File: src/rtl/ledscan_pkg.sv
package ledscan_pkg;

  // Strobes passed from the control unit to the datapath each cycle.
  typedef struct packed {
    logic stepTick;   // advance the column pointer on this edge
    logic loadValid;  // store the decoded pattern on this edge
  } scanCtrl_t;

endpackage

File: src/rtl/ledscan_ctrl.sv
module ledscan_ctrl
  import ledscan_pkg::*;
#(
  parameter int NUM_COLS    = 8,
  parameter int NUM_ROWS    = 12,
  parameter int INSTR_W     = 20,
  parameter int CODE_W      = 4,
  parameter int CODE_LSB    = 12,
  parameter int STEP_CYCLES = 32768,
  localparam int COL_W      = $clog2(NUM_COLS),
  localparam int DIV_W      = $clog2(STEP_CYCLES)
) (
  input  logic                clk,
  input  logic                rstN,
  input  logic                wrEn,
  input  logic [INSTR_W-1:0]  instr,
  output scanCtrl_t           ctrl,
  output logic [COL_W-1:0]    loadCol,
  output logic [NUM_ROWS-1:0] loadData
);

  localparam logic [DIV_W-1:0] DIV_LAST = DIV_W'(STEP_CYCLES - 1);

  logic [DIV_W-1:0]  divCount;
  logic [CODE_W-1:0] colCode;
  logic [CODE_W-1:0] codeMinusOne;
  logic              codeInRange;

  // Free-running step divider
  always_ff @(posedge clk or negedge rstN) begin
    if (!rstN) begin
      divCount <= '0;
    end else if (divCount == DIV_LAST) begin
      divCount <= '0;
    end else begin
      divCount <= divCount + 1'b1;
    end
  end

  // Instruction decode: code zero and codes past the last column are no-ops
  always_comb begin
    colCode      = instr[CODE_LSB +: CODE_W];
    codeMinusOne = colCode - CODE_W'(1);
    codeInRange  = (colCode != '0) && (int'(colCode) <= NUM_COLS);
    loadCol      = codeMinusOne[COL_W-1:0];
    loadData     = instr[NUM_ROWS-1:0];
  end

  always_comb begin
    ctrl.stepTick  = (divCount == DIV_LAST);
    ctrl.loadValid = wrEn && codeInRange;
  end

endmodule

File: src/rtl/ledscan_dp.sv
module ledscan_dp
  import ledscan_pkg::*;
#(
  parameter int NUM_COLS = 8,
  parameter int NUM_ROWS = 12,
  localparam int COL_W   = $clog2(NUM_COLS)
) (
  input  logic                clk,
  input  logic                rstN,
  input  scanCtrl_t           ctrl,
  input  logic [COL_W-1:0]    loadCol,
  input  logic [NUM_ROWS-1:0] loadData,
  output logic [NUM_COLS-1:0] colSel,
  output logic [NUM_ROWS-1:0] rows
);

  localparam logic [COL_W-1:0] COL_LAST = COL_W'(NUM_COLS - 1);

  logic [NUM_ROWS-1:0] frameMem [NUM_COLS];
  logic [COL_W-1:0]    colPtr;
  logic [NUM_COLS-1:0] colDecode;

  // Column pointer with wrap
  always_ff @(posedge clk or negedge rstN) begin
    if (!rstN) begin
      colPtr <= '0;
    end else if (ctrl.stepTick) begin
      colPtr <= (colPtr == COL_LAST) ? '0 : colPtr + 1'b1;
    end
  end

  // Frame buffer, one register per column
  for (genvar c = 0; c < NUM_COLS; c++) begin : g_col
    always_ff @(posedge clk or negedge rstN) begin
      if (!rstN) begin
        frameMem[c] <= '0;
      end else if (ctrl.loadValid && (loadCol == COL_W'(c))) begin
        frameMem[c] <= loadData;
      end
    end
    assign colDecode[c] = (colPtr == COL_W'(c));
  end

  // Selects held low during reset; rows follow the current column
  always_comb begin
    colSel = rstN ? colDecode : '0;
    rows   = frameMem[colPtr];
  end

endmodule

File: src/rtl/ledScanMux.sv
module ledScanMux
  import ledscan_pkg::*;
#(
  parameter int NUM_COLS    = 8,
  parameter int NUM_ROWS    = 12,
  parameter int INSTR_W     = 20,
  parameter int CODE_W      = 4,
  parameter int CODE_LSB    = 12,
  parameter int STEP_CYCLES = 32768
) (
  input  logic                clk,
  input  logic                rstN,
  input  logic                wrEn,
  input  logic [INSTR_W-1:0]  instr,
  output logic [NUM_COLS-1:0] colSel,
  output logic [NUM_ROWS-1:0] rows
);

  localparam int COL_W = $clog2(NUM_COLS);

  scanCtrl_t           ctrl;
  logic [COL_W-1:0]    loadCol;
  logic [NUM_ROWS-1:0] loadData;

  ledscan_ctrl #(
    .NUM_COLS(NUM_COLS), .NUM_ROWS(NUM_ROWS), .INSTR_W(INSTR_W),
    .CODE_W(CODE_W), .CODE_LSB(CODE_LSB), .STEP_CYCLES(STEP_CYCLES)
  ) u_ctrl (
    .clk(clk), .rstN(rstN), .wrEn(wrEn), .instr(instr),
    .ctrl(ctrl), .loadCol(loadCol), .loadData(loadData)
  );

  ledscan_dp #(
    .NUM_COLS(NUM_COLS), .NUM_ROWS(NUM_ROWS)
  ) u_dp (
    .clk(clk), .rstN(rstN), .ctrl(ctrl), .loadCol(loadCol),
    .loadData(loadData), .colSel(colSel), .rows(rows)
  );

endmodule

File: config.mk
export PLATFORM = sky130hd
export DESIGN_NAME = ledScanMux
export DESIGN_NICKNAME = d
export VERILOG_FILES = /design/src/rtl/ledscan_pkg.sv /design/src/rtl/ledscan_ctrl.sv /design/src/rtl/ledscan_dp.sv /design/src/rtl/ledScanMux.sv
export SDC_FILE = /design/constraint.sdc
export NUM_CORES = 1
export LEC_CHECK = 0
export ABC_AREA = 1
export BUFFER_PORTS_ARGS = -buffer_cell sky130_fd_sc_hd__buf_2
export CORE_ASPECT_RATIO = 0.75
export CORE_MARGIN = 8
export CORE_UTILIZATION = 33
export CTS_CLUSTER_DIAMETER = 80
export CTS_CLUSTER_SIZE = 8
export DETAILED_ROUTE_END_ITERATION = 12
export HOLD_SLACK_MARGIN = 0.15
export PLACE_DENSITY = 0.48
export SYNTH_ARGS = -nofsm -noshare
export SYNTH_HDL_FRONTEND = slang
export SYNTH_SLANG_ARGS = --single-unit
File: constraint.sdc
create_clock -name clk -period 2 [get_ports clk]
set_input_delay 0.2 -clock clk [delete_from_list [all_inputs] [get_ports clk]]
set_output_delay 0.2 -clock clk [all_outputs]
set_load 0.03 [all_outputs]
==> flow_metrics.py <==
metrics = {
    "timing": {
        "fin_worst_skew_ps": 9.68,
        "fmax_mhz": 507,
        "fin_crit_sh": 0.985,
        "period_needed_ps": 1970,
        "final-setup-viol-count": 0,
        "max-slew-margin-rel": 0.661,
        "hold_viol_final": 0,
        "worst_pin_slew_ps": 508,
        "drv_slew": 0,
        "rsz0062_at_grt": "true",
        "holdWs_ps": 174,
    },
    "logic_synthesis": {
        "synth.top_cells.by_area": "dfrtp_1 (49%), nand2_1 (16%), nand4_1 (8.1%), o21ai_0 (7.9%), nor2_1 (6.9%)",
        "synth_fa_ha_area_frac": 0.0150,
        "ys.warnings.count": 0,
        "synth-compound-area-share": 0.0849,
        "syn_nets": 794,
        "synth_mux_area_frac": 0,
        "synth_top_family_by_area": "simple AND/OR/NAND/NOR gates",
        "synth_top_area_share": 0.487,
        "syn_inst": 764,
        "synthDistinctLibCells": 23,
        "synth-seq-area-share": 0.487,
        "netlist_area_sq_um": 5850,
        "ys_ff_latch": 114,
        "syn_area_per_cell_sq_um": 7.66,
        "synth-simple-area-share": 0.330,
        "yosys.area.top_type": "dfrtp_1",
        "synth_xor_area_frac": 0.0120,
    },
    "global_route": {
        "grt_usage": 0.173,
        "grt_pass1_vias": 5296,
        "grt_pass1_wl_um": 30200,
        "grt_max_degree": 92,
        "gr-total-overflow": 0,
        "antenna_found_initial": 0,
    },
    "detailed_routing": {
        "viasPerCell": 5.09,
        "num_vias": 5457,
        "dr.pass1.iters": 5,
        "wl_per_cell_um": 17.3,
        "first_iter_violations": 509,
        "drcViolationCount": 0,
        "antenna_left": 0,
        "routed_wl_um": 18600,
    },
    "placed_design": {
        "dpl_cell_area_sq_um": 6340,
        "buffer_ports.inserted": 38,
        "gp_congestion": 0.804,
        "dp.cells": 1023,
        "dp_hpwl_um": 11700,
    },
    "pwr": {
        "powerDensity_nw_per_um2": 973,
        "power.total_mw": 7.09,
        "max-vdd-ir-drop_v": 0.000464,
        "p_leak_nw": 3.66,
    },
    "layout": {
        "fin_util": 0.416,
        "fin_area_sq_um": 7290,
        "syn2layout_area_growth_pct": 24.5,
        "antenna_cells": 0,
        "layout_common_cells": "nand2_1 (234), dfrtp_1 (112), nor2_1 (99), nand4_1 (76), o21ai_0 (59)",
        "final_common_cell": "nand2_1",
        "final_nets": 847,
        "drive_above_1_share": 0.158,
        "layoutNonFillerInstCount": 1072,
    },
    "die": {
        "die_w_um": 170,
        "core_area_sq_um": 17500,
        "ios": 43,
        "initial_core_util": 0.334,
        "fp-row-count": 42,
        "die_area_sq_um": 22300,
        "fp.dieH_um": 131,
    },
    "cts": {
        "clockBufferDepth": 2,
        "clock_latency_ps": 420,
        "clk_pin_slew_worst_paths_ps": 60,
        "cts_made_buffers": 17,
        "cts-htree-levels": 4,
        "cts_tree": "yes",
        "clockRootBuffer": "clkbuf_16",
        "clkSinkCount": 114,
    },
    "critical_path": {
        "cp-start-kind": "flop",
        "path_max_fanout": 30,
        "arrival_ps": 1770,
        "critPathCaptureType": "primary output",
        "worst-setup-path-type": "flop to primary output",
        "required_ps": 1800,
    },
    "run_status": {
        "outcome": "complete, no violations",
    },
    "min_path": {
        "hold_path_class": "input port to flop",
    },
    "job": {
        "cap_viol_max_count": 0,
    },
}
[cell usage after synthesis]
master and count:
nor2_2 1, buf_4 4, inv_2 2, nand3_1 17, clkbuf_1 19, nand2_2 1
a21boi_2 1, ha_1 7, inv_1 35, buf_6 6, nor2_1 107, nand2_1 243
o21ai_1 5, nand4_1 76, dfrtp_1 114, nor3_1 2, nand3_4 1, xor2_1 5
buf_2 21, o21ai_0 92, xnor2_1 3, nor2_4 1, nand3b_1 1
[metal layers]
metal  wire length [um]  track usage  up-vias
li1                   -            -     2625
met1               8880        0.244     2672
met2               8430        0.256      138
met3                978       0.0395       22
met4                304       0.0564        0
met5                  0            0        -
[critical path: stages, from the launching register on]
cell	delay [ps]
dfrtp_2	440
inv_2	90
buf_12	170
o21ai_0	250
o21ai_1	100
nand2_1	60
nand2_1	60
buf_4	170
[power breakdown]
part / internal [mW] / switching (mW)
Sequential: 2.73 / 0.242
Combinational: 0.429 / 0.740
Clock: 1.90 / 1.04
Total: 5.06 / 2.03
[flip-flops by register name, summed over array words and instances, names as in the netlist]
register,count
u_dp.frameMem,96
u_ctrl.divCount,15
u_dp.colPtr,3
[layout make-up]
cell class              instances  area (sq um)
flip-flops and latches        114          2860
clock buffers                  28           527
inverters                      37           143
clock inverters                 4          45.0
multi-input cells             563          2650
well taps                     242           303
repair buffers                 84           763
fillers                      1749         10200
[worst paths after layout]
path	from	to	slack, ps	cells past startpoint
hold reg to reg	u_ctrl.divCount[0]$_DFF_PN0_	u_ctrl.divCount[0]$_DFF_PN0_	460	1
setup reg to reg	u_ctrl.divCount[0]$_DFF_PN0_	u_ctrl.divCount[11]$_DFF_PN0_	420	6
hold / removal	instr[8]	u_dp.frameMem[92]$_DFFE_PN0P_	170	3
setup / recovery	u_dp.colPtr[0]$_DFFE_PN0N_	rows[1]	30	7
min in group asynchronous	rstN	u_dp.frameMem[52]$_DFFE_PN0P_	260	2
max in group asynchronous	rstN	u_dp.frameMem[2]$_DFFE_PN0P_	930	3
[what timing repair did]
| action | in CTS | in global routing |
|---|---|---|
| hold endpoints to repair | 91 | 0 |
| hold buffers | 11 | 0 |
| setup endpoints to repair | 16 | 17 |
| gates resized for setup | 46 | 47 |
| pin swaps | 1 | 3 |
| setup buffers | 2 | 2 |
| gates cloned | 1 | 1 |
[cell families (layout without fill, tap and decap cells)]
logic type	after synthesis	count (layout)
adders and majority gates	7	7
xor gates and xnor gates	8	8
AOI/OAI and AO/OA	98	98
buffers and inverters	87	153
DFF	114	114
and+or+nand+nor	450	450
[per-stage QoR]
stage / TNS (ps) / setup slack, ps
after floorplan: 0 / 258
after global placement: 0 / 183
after detailed placement: 0 / 199
after CTS: -0.140 / -0.140
after global routing: -391 / -60.6
final: 0 / 29.2
Note: power is estimated with default switching activity, not from simulation.
